--- src/rtl/sie_pkg.sv ---
package sie_pkg;

  localparam int InstrW = 32;
  localparam int HalfW  = 16;
  localparam int RegW   = 5;

  localparam logic [6:0] OpImm    = 7'b0010011;
  localparam logic [6:0] OpReg    = 7'b0110011;
  localparam logic [6:0] OpLoad   = 7'b0000011;
  localparam logic [6:0] OpStore  = 7'b0100011;
  localparam logic [6:0] OpLui    = 7'b0110111;
  localparam logic [6:0] OpJal    = 7'b1101111;
  localparam logic [6:0] OpJalr   = 7'b1100111;
  localparam logic [6:0] OpBranch = 7'b1100011;
  localparam logic [6:0] OpSystem = 7'b1110011;

  typedef enum logic [2:0] {
    FMT_R, FMT_I, FMT_S, FMT_B, FMT_U, FMT_J
  } fmtE;

  typedef enum logic [2:0] {
    REG_ZERO, REG_SP, REG_RA, REG_FULL_HI, REG_FULL_LO, REG_PRIME_HI, REG_PRIME_LO
  } regSelE;

  typedef enum logic [3:0] {
    IMM_ZERO, IMM_ONE, IMM_SPN, IMM_WORD, IMM_CI, IMM_JUMP, IMM_SP16,
    IMM_UPPER, IMM_SHAMT, IMM_BRANCH, IMM_LDSP, IMM_STSP
  } immSelE;

  typedef struct packed {
    fmtE        fmt;
    logic [6:0] opcode;
    logic [2:0] funct3;
    logic [6:0] funct7;
    regSelE     rdSel;
    regSelE     rs1Sel;
    regSelE     rs2Sel;
    immSelE     immSel;
    logic       compressed;
    logic       illegal;
  } strobeT;

endpackage

--- src/rtl/sie_ctrl.sv ---
module sie_ctrl
  import sie_pkg::*;
(
  input  logic [InstrW-1:0] fetchWord,
  output strobeT            strobes
);

  logic [HalfW-1:0] cw;
  logic [2:0]       f3;
  logic [1:0]       quad;
  logic             hiZero;
  logic             loZero;
  logic             ci6Zero;

  assign cw      = fetchWord[HalfW-1:0];
  assign f3      = cw[15:13];
  assign quad    = cw[1:0];
  assign hiZero  = (cw[11:7] == 5'd0);
  assign loZero  = (cw[6:2] == 5'd0);
  assign ci6Zero = (cw[12] == 1'b0) && loZero;

  always_comb begin
    strobes            = '0;
    strobes.fmt        = FMT_I;
    strobes.opcode     = OpImm;
    strobes.rdSel      = REG_ZERO;
    strobes.rs1Sel     = REG_ZERO;
    strobes.rs2Sel     = REG_ZERO;
    strobes.immSel     = IMM_ZERO;
    strobes.compressed = (quad != 2'b11);
    strobes.illegal    = 1'b0;

    unique case (quad)
      2'b00: begin
        unique case (f3)
          3'b000: begin
            strobes.rdSel   = REG_PRIME_LO;
            strobes.rs1Sel  = REG_SP;
            strobes.immSel  = IMM_SPN;
            strobes.illegal = (cw[12:5] == 8'd0);
          end
          3'b010: begin
            strobes.opcode = OpLoad;
            strobes.funct3 = 3'b010;
            strobes.rdSel  = REG_PRIME_LO;
            strobes.rs1Sel = REG_PRIME_HI;
            strobes.immSel = IMM_WORD;
          end
          3'b110: begin
            strobes.fmt    = FMT_S;
            strobes.opcode = OpStore;
            strobes.funct3 = 3'b010;
            strobes.rs1Sel = REG_PRIME_HI;
            strobes.rs2Sel = REG_PRIME_LO;
            strobes.immSel = IMM_WORD;
          end
          default: strobes.illegal = 1'b1;
        endcase
      end

      2'b01: begin
        unique case (f3)
          3'b000: begin
            strobes.rdSel  = REG_FULL_HI;
            strobes.rs1Sel = REG_FULL_HI;
            strobes.immSel = IMM_CI;
          end
          3'b001: begin
            strobes.fmt    = FMT_J;
            strobes.opcode = OpJal;
            strobes.rdSel  = REG_RA;
            strobes.immSel = IMM_JUMP;
          end
          3'b010: begin
            strobes.rdSel  = REG_FULL_HI;
            strobes.immSel = IMM_CI;
          end
          3'b011: begin
            if (cw[11:7] == 5'd2) begin
              strobes.rdSel  = REG_SP;
              strobes.rs1Sel = REG_SP;
              strobes.immSel = IMM_SP16;
            end else begin
              strobes.fmt    = FMT_U;
              strobes.opcode = OpLui;
              strobes.rdSel  = REG_FULL_HI;
              strobes.immSel = IMM_UPPER;
            end
            strobes.illegal = ci6Zero;
          end
          3'b100: begin
            strobes.rdSel  = REG_PRIME_HI;
            strobes.rs1Sel = REG_PRIME_HI;
            unique case (cw[11:10])
              2'b00: begin
                strobes.funct3  = 3'b101;
                strobes.immSel  = IMM_SHAMT;
                strobes.illegal = cw[12];
              end
              2'b01: begin
                strobes.funct3  = 3'b101;
                strobes.funct7  = 7'b0100000;
                strobes.immSel  = IMM_SHAMT;
                strobes.illegal = cw[12];
              end
              2'b10: begin
                strobes.funct3 = 3'b111;
                strobes.immSel = IMM_CI;
              end
              default: begin
                strobes.fmt     = FMT_R;
                strobes.opcode  = OpReg;
                strobes.rs2Sel  = REG_PRIME_LO;
                strobes.illegal = cw[12];
                unique case (cw[6:5])
                  2'b00: begin
                    strobes.funct3 = 3'b000;
                    strobes.funct7 = 7'b0100000;
                  end
                  2'b01:   strobes.funct3 = 3'b100;
                  2'b10:   strobes.funct3 = 3'b110;
                  default: strobes.funct3 = 3'b111;
                endcase
              end
            endcase
          end
          3'b101: begin
            strobes.fmt    = FMT_J;
            strobes.opcode = OpJal;
            strobes.immSel = IMM_JUMP;
          end
          default: begin
            strobes.fmt    = FMT_B;
            strobes.opcode = OpBranch;
            strobes.funct3 = {2'b00, cw[13]};
            strobes.rs1Sel = REG_PRIME_HI;
            strobes.immSel = IMM_BRANCH;
          end
        endcase
      end

      2'b10: begin
        unique case (f3)
          3'b000: begin
            strobes.funct3  = 3'b001;
            strobes.rdSel   = REG_FULL_HI;
            strobes.rs1Sel  = REG_FULL_HI;
            strobes.immSel  = IMM_SHAMT;
            strobes.illegal = cw[12];
          end
          3'b010: begin
            strobes.opcode  = OpLoad;
            strobes.funct3  = 3'b010;
            strobes.rdSel   = REG_FULL_HI;
            strobes.rs1Sel  = REG_SP;
            strobes.immSel  = IMM_LDSP;
            strobes.illegal = hiZero;
          end
          3'b100: begin
            if (loZero) begin
              if (cw[12] && hiZero) begin
                strobes.opcode = OpSystem;
                strobes.immSel = IMM_ONE;
              end else begin
                strobes.opcode  = OpJalr;
                strobes.rdSel   = cw[12] ? REG_RA : REG_ZERO;
                strobes.rs1Sel  = REG_FULL_HI;
                strobes.illegal = hiZero;
              end
            end else begin
              strobes.fmt    = FMT_R;
              strobes.opcode = OpReg;
              strobes.rdSel  = REG_FULL_HI;
              strobes.rs1Sel = cw[12] ? REG_FULL_HI : REG_ZERO;
              strobes.rs2Sel = REG_FULL_LO;
            end
          end
          3'b110: begin
            strobes.fmt    = FMT_S;
            strobes.opcode = OpStore;
            strobes.funct3 = 3'b010;
            strobes.rs1Sel = REG_SP;
            strobes.rs2Sel = REG_FULL_LO;
            strobes.immSel = IMM_STSP;
          end
          default: strobes.illegal = 1'b1;
        endcase
      end

      default: strobes.illegal = 1'b0;
    endcase
  end


  always_comb begin
    zero_half_chk: assert (!(strobes.compressed && cw == 16'h0000) || strobes.illegal);
  end

endmodule

--- src/rtl/sie_datapath.sv ---
module sie_datapath
  import sie_pkg::*;
(
  input  logic [InstrW-1:0] fetchWord,
  input  strobeT            strobes,
  output logic [InstrW-1:0] expandedWord
);

  logic [HalfW-1:0]  cw;
  logic [RegW-1:0]   rdNum;
  logic [RegW-1:0]   rs1Num;
  logic [RegW-1:0]   rs2Num;
  logic [InstrW-1:0] immVal;
  logic [InstrW-1:0] assembled;

  assign cw = fetchWord[HalfW-1:0];

  function automatic logic [RegW-1:0] pickReg(input regSelE sel, input logic [HalfW-1:0] w);
    logic [RegW-1:0] r;
    unique case (sel)
      REG_SP:       r = 5'd2;
      REG_RA:       r = 5'd1;
      REG_FULL_HI:  r = w[11:7];
      REG_FULL_LO:  r = w[6:2];
      REG_PRIME_HI: r = {2'b01, w[9:7]};
      REG_PRIME_LO: r = {2'b01, w[4:2]};
      default:      r = 5'd0;
    endcase
    return r;
  endfunction

  assign rdNum  = pickReg(strobes.rdSel, cw);
  assign rs1Num = pickReg(strobes.rs1Sel, cw);
  assign rs2Num = pickReg(strobes.rs2Sel, cw);

  always_comb begin
    unique case (strobes.immSel)
      IMM_ONE:    immVal = 32'd1;
      IMM_SPN:    immVal = {22'd0, cw[10:7], cw[12:11], cw[5], cw[6], 2'b00};
      IMM_WORD:   immVal = {25'd0, cw[5], cw[12:10], cw[6], 2'b00};
      IMM_CI:     immVal = {{26{cw[12]}}, cw[12], cw[6:2]};
      IMM_JUMP:   immVal = {{20{cw[12]}}, cw[12], cw[8], cw[10:9], cw[6], cw[7],
                            cw[2], cw[11], cw[5:3], 1'b0};
      IMM_SP16:   immVal = {{22{cw[12]}}, cw[12], cw[4:3], cw[5], cw[2], cw[6], 4'b0000};
      IMM_UPPER:  immVal = {{14{cw[12]}}, cw[12], cw[6:2], 12'd0};
      IMM_SHAMT:  immVal = {20'd0, strobes.funct7, cw[6:2]};
      IMM_BRANCH: immVal = {{23{cw[12]}}, cw[12], cw[6:5], cw[2], cw[11:10], cw[4:3], 1'b0};
      IMM_LDSP:   immVal = {24'd0, cw[3:2], cw[12], cw[6:4], 2'b00};
      IMM_STSP:   immVal = {24'd0, cw[8:7], cw[12:9], 2'b00};
      default:    immVal = 32'd0;
    endcase
  end

  always_comb begin
    unique case (strobes.fmt)
      FMT_R: assembled = {strobes.funct7, rs2Num, rs1Num, strobes.funct3, rdNum, strobes.opcode};
      FMT_S: assembled = {immVal[11:5], rs2Num, rs1Num, strobes.funct3, immVal[4:0], strobes.opcode};
      FMT_B: assembled = {immVal[12], immVal[10:5], rs2Num, rs1Num, strobes.funct3,
                          immVal[4:1], immVal[11], strobes.opcode};
      FMT_U: assembled = {immVal[31:12], rdNum, strobes.opcode};
      FMT_J: assembled = {immVal[20], immVal[10:1], immVal[11], immVal[19:12], rdNum, strobes.opcode};
      default: assembled = {immVal[11:0], rs1Num, strobes.funct3, rdNum, strobes.opcode};
    endcase
  end

  always_comb begin
    if (!strobes.compressed)   expandedWord = fetchWord;
    else if (strobes.illegal)  expandedWord = {16'd0, cw};
    else                       expandedWord = assembled;
  end


  always_comb begin
    prime_reg_chk: assert (!(strobes.compressed && !strobes.illegal &&
                             strobes.rs1Sel == REG_PRIME_HI) || expandedWord[19:18] == 2'b01);
  end


  always_comb begin
    word_align_chk: assert (!(strobes.compressed && !strobes.illegal) ||
                            (expandedWord[6:0] != OpLoad  || expandedWord[21:20] == 2'b00) &&
                            (expandedWord[6:0] != OpStore || expandedWord[8:7] == 2'b00));
  end


  always_comb begin
    link_reg_chk: assert (!(strobes.compressed && !strobes.illegal && expandedWord[6:0] == OpJal) ||
                          expandedWord[11:8] == 4'd0);
  end

endmodule

--- src/rtl/short_insn_expander.sv ---
module short_insn_expander
  import sie_pkg::*;
(
  input  logic [31:0] fetchWord,
  output logic [31:0] expandedWord,
  output logic        wasCompressed,
  output logic        isIllegal
);

  strobeT strobes;

  sie_ctrl i_ctrl (
    .fetchWord (fetchWord),
    .strobes   (strobes)
  );

  sie_datapath i_datapath (
    .fetchWord    (fetchWord),
    .strobes      (strobes),
    .expandedWord (expandedWord)
  );

  assign wasCompressed = strobes.compressed;
  assign isIllegal     = strobes.illegal;


  always_comb begin
    passthru_chk: assert (!(fetchWord[1:0] == 2'b11) ||
                          (expandedWord == fetchWord && !isIllegal && !wasCompressed));
  end


  always_comb begin
    legal_len_chk: assert (!(wasCompressed && !isIllegal) || expandedWord[1:0] == 2'b11);
  end


  always_comb begin
    illegal_out_chk: assert (!isIllegal || expandedWord == {16'd0, fetchWord[15:0]});
  end

endmodule

--- config.mk ---
export PLATFORM = sky130hd
export DESIGN_NAME = short_insn_expander
export DESIGN_NICKNAME = d
export VERILOG_FILES = /design/src/rtl/sie_pkg.sv /design/src/rtl/sie_ctrl.sv /design/src/rtl/sie_datapath.sv /design/src/rtl/short_insn_expander.sv
export SDC_FILE = /design/constraint.sdc
export NUM_CORES = 1
export LEC_CHECK = 0
export BUFFER_PORTS_ARGS = -buffer_cell sky130_fd_sc_hd__buf_2
export CAP_MARGIN = 20
export CELL_PAD_IN_SITES_DETAIL_PLACEMENT = 1
export CELL_PAD_IN_SITES_GLOBAL_PLACEMENT = 1
export CORE_MARGIN = 4
export CORE_UTILIZATION = 32
export DETAILED_ROUTE_END_ITERATION = 10
export GPL_ROUTABILITY_DRIVEN = 0
export PLACE_DENSITY_LB_ADDON = 0.1
export SLEW_MARGIN = 25
export SYNTH_ARGS = -nofsm -noshare
export SYNTH_HDL_FRONTEND = slang
export SYNTH_SLANG_ARGS = --single-unit
--- constraint.sdc ---
create_clock -name vclk -period 3.51
set_input_delay 0.351 -clock vclk [all_inputs]
set_output_delay 0.351 -clock vclk [all_outputs]
set_load 0.02 [all_outputs]
# After elaboration in Yosys (flattened, before gate mapping)
# Index checks and enable logic that the tools add are counted.
[totals]
register_bits = 0
inputBits = 32
word_cells = 124
[classes]
n_eq_ne = 47
muxes = 58
bitwise_logic = 1
n_reduce_logical = 18
[op_table]
columns = ["cell", "count"]
rows = [
  ["case mux 32 bit (11 select lines)", 1],
  ["case mux 32 bit (5 select lines)", 1],
  ["case mux 5 bit (6 select lines)", 3],
  ["case mux 13 bit (3 select lines)", 2],
  ["2-to-1 mux 32 bit", 2],
  ["== test 3 bit, second input constant", 14],
  ["case mux 10 bit (4 select lines)", 1],
  ["case mux 4 bit (4 select lines)", 2],
  ["== test 3 x 2 -> 1 bit, second input constant", 10],
  ["case mux 3 bit (2 select lines)", 5],
  ["case mux 3 bit (3 select lines)", 3],
  ["2-to-1 mux 7 bit", 3],
  ["case mux 7 bit (3 select lines)", 1],
  ["2-to-1 mux 6 bit", 3],
  ["case mux 9 bit (2 select lines)", 1],
  ["== test 4 x 3 -> 1 bit, second input constant", 4],
  ["== test 4 bit, second input constant", 4],
  ["2-to-1 mux 3 bit", 5],
  ["case mux 7 bit (2 select lines)", 1],
  ["== test 3 x 1 -> 1 bit, second input constant", 4],
  ["case mux 2 bit (2 select lines)", 3],
  ["case mux 3 bit (4 select lines)", 1],
  ["zero test 5 bit", 2],
  ["2-to-1 mux 10 bit", 1],
  ["other kinds (22)", 47],
]

# Logic depth before layout (Yosys ltp)
[depth]
ltp_word = 11
mapped_depth = 10

# Cells and area by module
# A second synthesis with hierarchy kept.
[unflattened]
hier_cells = 420
area_unflattened_um2 = 2597.5
[by_module_without_submodules]
columns = ["module", "n_inst", "cells_each", "area_each_um2"]
rows = [
  ["sie_datapath", 1, 285, 1717.9],
  ["sie_ctrl", 1, 135, 879.6],
]

# Worst setup path after synthesis
# OpenSTA, ideal clock, no wires.
[synth_path]
kind = "input to output"
from = "input fetchWord[6]"
to = "output expandedWord[22]"
t_arrival_ps = 2542
t_required_ps = 3159
slack_ps = 617
path_stages = 8
path_buffers = 2
path_cell_list = "buf_2 > or2_2 > buf_6 > o21ai_2 > a21oi_2 > nor4_2 > o31ai_1 > o41ai_1"
[synth_between]
elab_chain_len = 9
elab_cells_between_ends = 43
cone_classes = "21 x eq/ne; 18 x mux; 4 x reduce/logical"
[synth_rtl]
columns = ["item", "line", "source"]
rows = [
  ["start: declaration", "short_insn_expander.sv:4", "input logic [31:0] fetchWord,"],
  ["zero test 5 bit", "sie_ctrl.sv:19", "assign loZero = (cw[6:2] == 5'd0);"],
  ["2-to-1 mux 1 bit / 2-to-1 mux 3 bit (equally long branches)", "sie_ctrl.sv:160", "if (loZero) begin"],
  ["case mux 4 bit (4 select lines) / case mux 3 bit (2 select lines) (equally long branches)", "sie_ctrl.sv:143", "unique case (f3)"],
  ["case mux 13 bit (3 select lines)", "sie_ctrl.sv:33", "unique case (quad)"],
  ["== test 4 bit (tied with other cells)", "sie_datapath.sv:37", "unique case (strobes.immSel)"],
  ["case mux 32 bit (11 select lines) / case mux 5 bit (6 select lines) (equally long branches)", "sie_datapath.sv:37, sie_datapath.sv:20", ""],
  ["case mux 32 bit (5 select lines)", "sie_datapath.sv:55", "unique case (strobes.fmt)"],
  ["2-to-1 mux 32 bit *", "sie_datapath.sv:68", "else if (strobes.illegal) expandedWord = {16'd0, cw};"],
  ["2-to-1 mux 32 bit *", "sie_datapath.sv:67", "if (!strobes.compressed) expandedWord = fetchWord;"],
  ["end: declaration", "short_insn_expander.sv:5", "output logic [31:0] expandedWord,"],
]
# Mark *: on every way between the ends. The rest lies on a longest branch, timed or not.

# Worst setup path in the final report
[layout_path]
from = "input fetchWord[13]"
to = "output expandedWord[22]"
[layout_between]
elab_chain_len = 9
elab_cells_between_ends = 52
cone_classes = "27 x eq/ne; 20 x mux; 5 x reduce/logical"
[layout_rtl]
columns = ["item", "line", "source"]
rows = [
  ["== test 3 x 1 -> 1 bit (tied with other cells)", "sie_ctrl.sv:62", "unique case (f3)"],
  ["OR reduction 2 bit (no source line)", "--", ""],
  ["case mux 4 bit (4 select lines) / case mux 2 bit (2 select lines) (equally long branches)", "sie_ctrl.sv:62, sie_ctrl.sv:35", ""],
  ["case mux 13 bit (3 select lines)", "sie_ctrl.sv:33", ""],
  ["== test 4 bit (tied with other cells)", "sie_datapath.sv:37", ""],
  ["case mux 32 bit (11 select lines)", "sie_datapath.sv:37", ""],
  ["case mux 32 bit (5 select lines)", "sie_datapath.sv:55", ""],
  ["2-to-1 mux 32 bit *", "sie_datapath.sv:68", ""],
  ["2-to-1 mux 32 bit *", "sie_datapath.sv:67", ""],
]
# Marks and branches as above.

==> reports/results.ini <==
[detailed_routing]
vias_per_cell=6.56
ant_nets=0
wl_um=9950
drtPass1Iterations=5
drc=0
via_count=2833
routedWlPerCell_um=23.0
drt_iter0_drc=314

[min_path]
hold_class=primary input to primary output

[job]
maxCapViolCount=0

[synthesis]
synth.area.mux_share_pct=0.623
synth_top_family_by_area=compound AO/OA/AOI/OAI gates
synth_area_leaders=o21ai_0 11%, nand2_1 8.3%, a21oi_1 8.0%
synth-seq-area-share_pct=0
synth-compound-area-share_pct=51.6
synth_fp_nets=334
synth_largest_area_cell=o21ai_0
synthAdderAreaFrac_pct=0
netlist_area_um2=1810
synth_xor_area_share_pct=0
yosysWarnings=0
synth.distinct_cells=68
syn_inst=302
post-synth-top-area-fraction_pct=10.5
postSynthAreaPerCell_um2=5.99
synth-simple-area-share_pct=40.0

[grt]
grt_pass1_wl_um=15600
overflow=0
grt_pass1_vias=2727
track_usage_pct=27.6
grt_max_degree=26
antenna_found_initial=0

[worst_setup_path]
critPathLaunch=fetchWord[13]
endpoint_kind=primary output
cp-endpoint=expandedWord[22]
worstSetupStartpointType=primary input
crit_fanout=23
required_ns=3.16
path_class=primary input to primary output
crit_arrival_ns=3.01

[timing]
fin_setup_tns_ns=0
rsz0062_at_grt=false
max_clock_freq_mhz=298
hold_viol=0
min_period_ns=3.36
worst_slew_pin_slew_ns=0.811
setup_viol=0
final_max_slew_viol_count=0
slew_headroom_pct=45.7
min_period_over_period_pct=95.7

[final_layout]
final_common_cell=buf_2
layout.cells.most_common_list=66 x buf_2, 40 x nand2_1, 38 x o21ai_0
diodes=0
seq_cells=0
final_nets=394
area_delta_synth_final_pct=23.5
clock_buffers=0
seq_area_um2=0
drive_above_1_share_pct=29.7

[die]
die_y_um=83.2
core_um2=5510
die-area_um2=6920
rows=27
io_pins=66
start_util_pct=32.8
die_width_um=83.2

[pwr]
power_density_nw_per_um2=160
peakVddDrop_v=0.0000461
power_mw=0.357
total_leakage_power_nw=0.936

[clocking]
hold_buffers=0

[placement]
portBuffers=66
dpl.hpwl_um=7770

[run_status]
status=completed

[power by group]
| group | internal, mW | switching, mW |
|---|---|---|
| clock | 0 | 0 |
| sequential | 0 | 0 |
| combinational | 0.122 | 0.235 |
| total | 0.122 | 0.235 |
[through the flow]
step	instances	worst slack (ns)	util [%]	instance area (um2)	hold slack, ns
2_1_floorplan	302	0.617	-	1810	0.863
3_3_place_gp	432	0.272	40.4	2230	1.01
3_5_place_dp	432	0.241	40.4	2230	1.02
4_1_cts	432	0.229	40.4	2230	1.03
5_1_grt	432	0.0255	40.5	2230	1.05
6_report	432	0.149	40.5	2230	1.02
[logic make-up after synthesis]
kind of cell / count (synthesis)
AOI/OAI and AO/OA: 138
buffers and inverters: 29
and+or+nand+nor: 134
muxes: 1
[final cells by class]
type,count,area [um2]
Fill cell,782,3270
Inverter,5,18.8
Multi-Input combinational cell,273,1670
Tap cell,72,90.1
Timing Repair Buffer,82,450
[worst min-delay path by stage]
stage	from	to	slack [ns]	cells after the start
after global placement	fetchWord[30]	expandedWord[30]	1.01	4
after global routing	fetchWord[30]	expandedWord[30]	1.05	4
after detailed placement	fetchWord[19]	expandedWord[19]	1.02	4
final	fetchWord[30]	expandedWord[30]	1.02	4
after floorplan	fetchWord[30]	expandedWord[30]	0.86	2
after CTS	fetchWord[19]	expandedWord[19]	1.03	4
[cells in the mapped netlist (3+ instances only)]
cell	number
nand2b_1	9
o21ai_0	38
and2_1	4
buf_2	7
nor2b_1	11
a211oi_1	3
o21ai_2	3
nor4_1	3
nor3_1	5
nor2_1	29
o211ai_1	5
a311oi_1	3
or2_2	4
o31ai_1	4
o21a_1	3
nand2_1	40
a21oi_1	29
clkbuf_1	11
a221o_1	5
inv_1	5
a22o_1	7
a21o_1	5
nand3_1	10
[per-layer routing]
metal	part of all wire, %	wire, um	track usage [%]
met3	9.2	916	3.37
met4	3.1	307	8.62
met2	45	4520	45.3
met1	42	4210	37.4
met5	0	0	0
[worst max-delay path, cell delays in order]
cell	delay [ns]
buf_2	0.22
or4bb_1	0.63
nor4_2	0.36
o21ai_0	0.14
a21oi_1	0.47
a21o_1	0.28
a2bb2oi_1	0.24
o41ai_1	0.13
buf_2	0.19
[repair_timing]
action                     in CTS  in global routing
gates resized for setup         0                  1
buffers inserted                0                  0
setup endpoints to repair       0                  2
No activity file was read; power rests on OpenSTA's default activity.
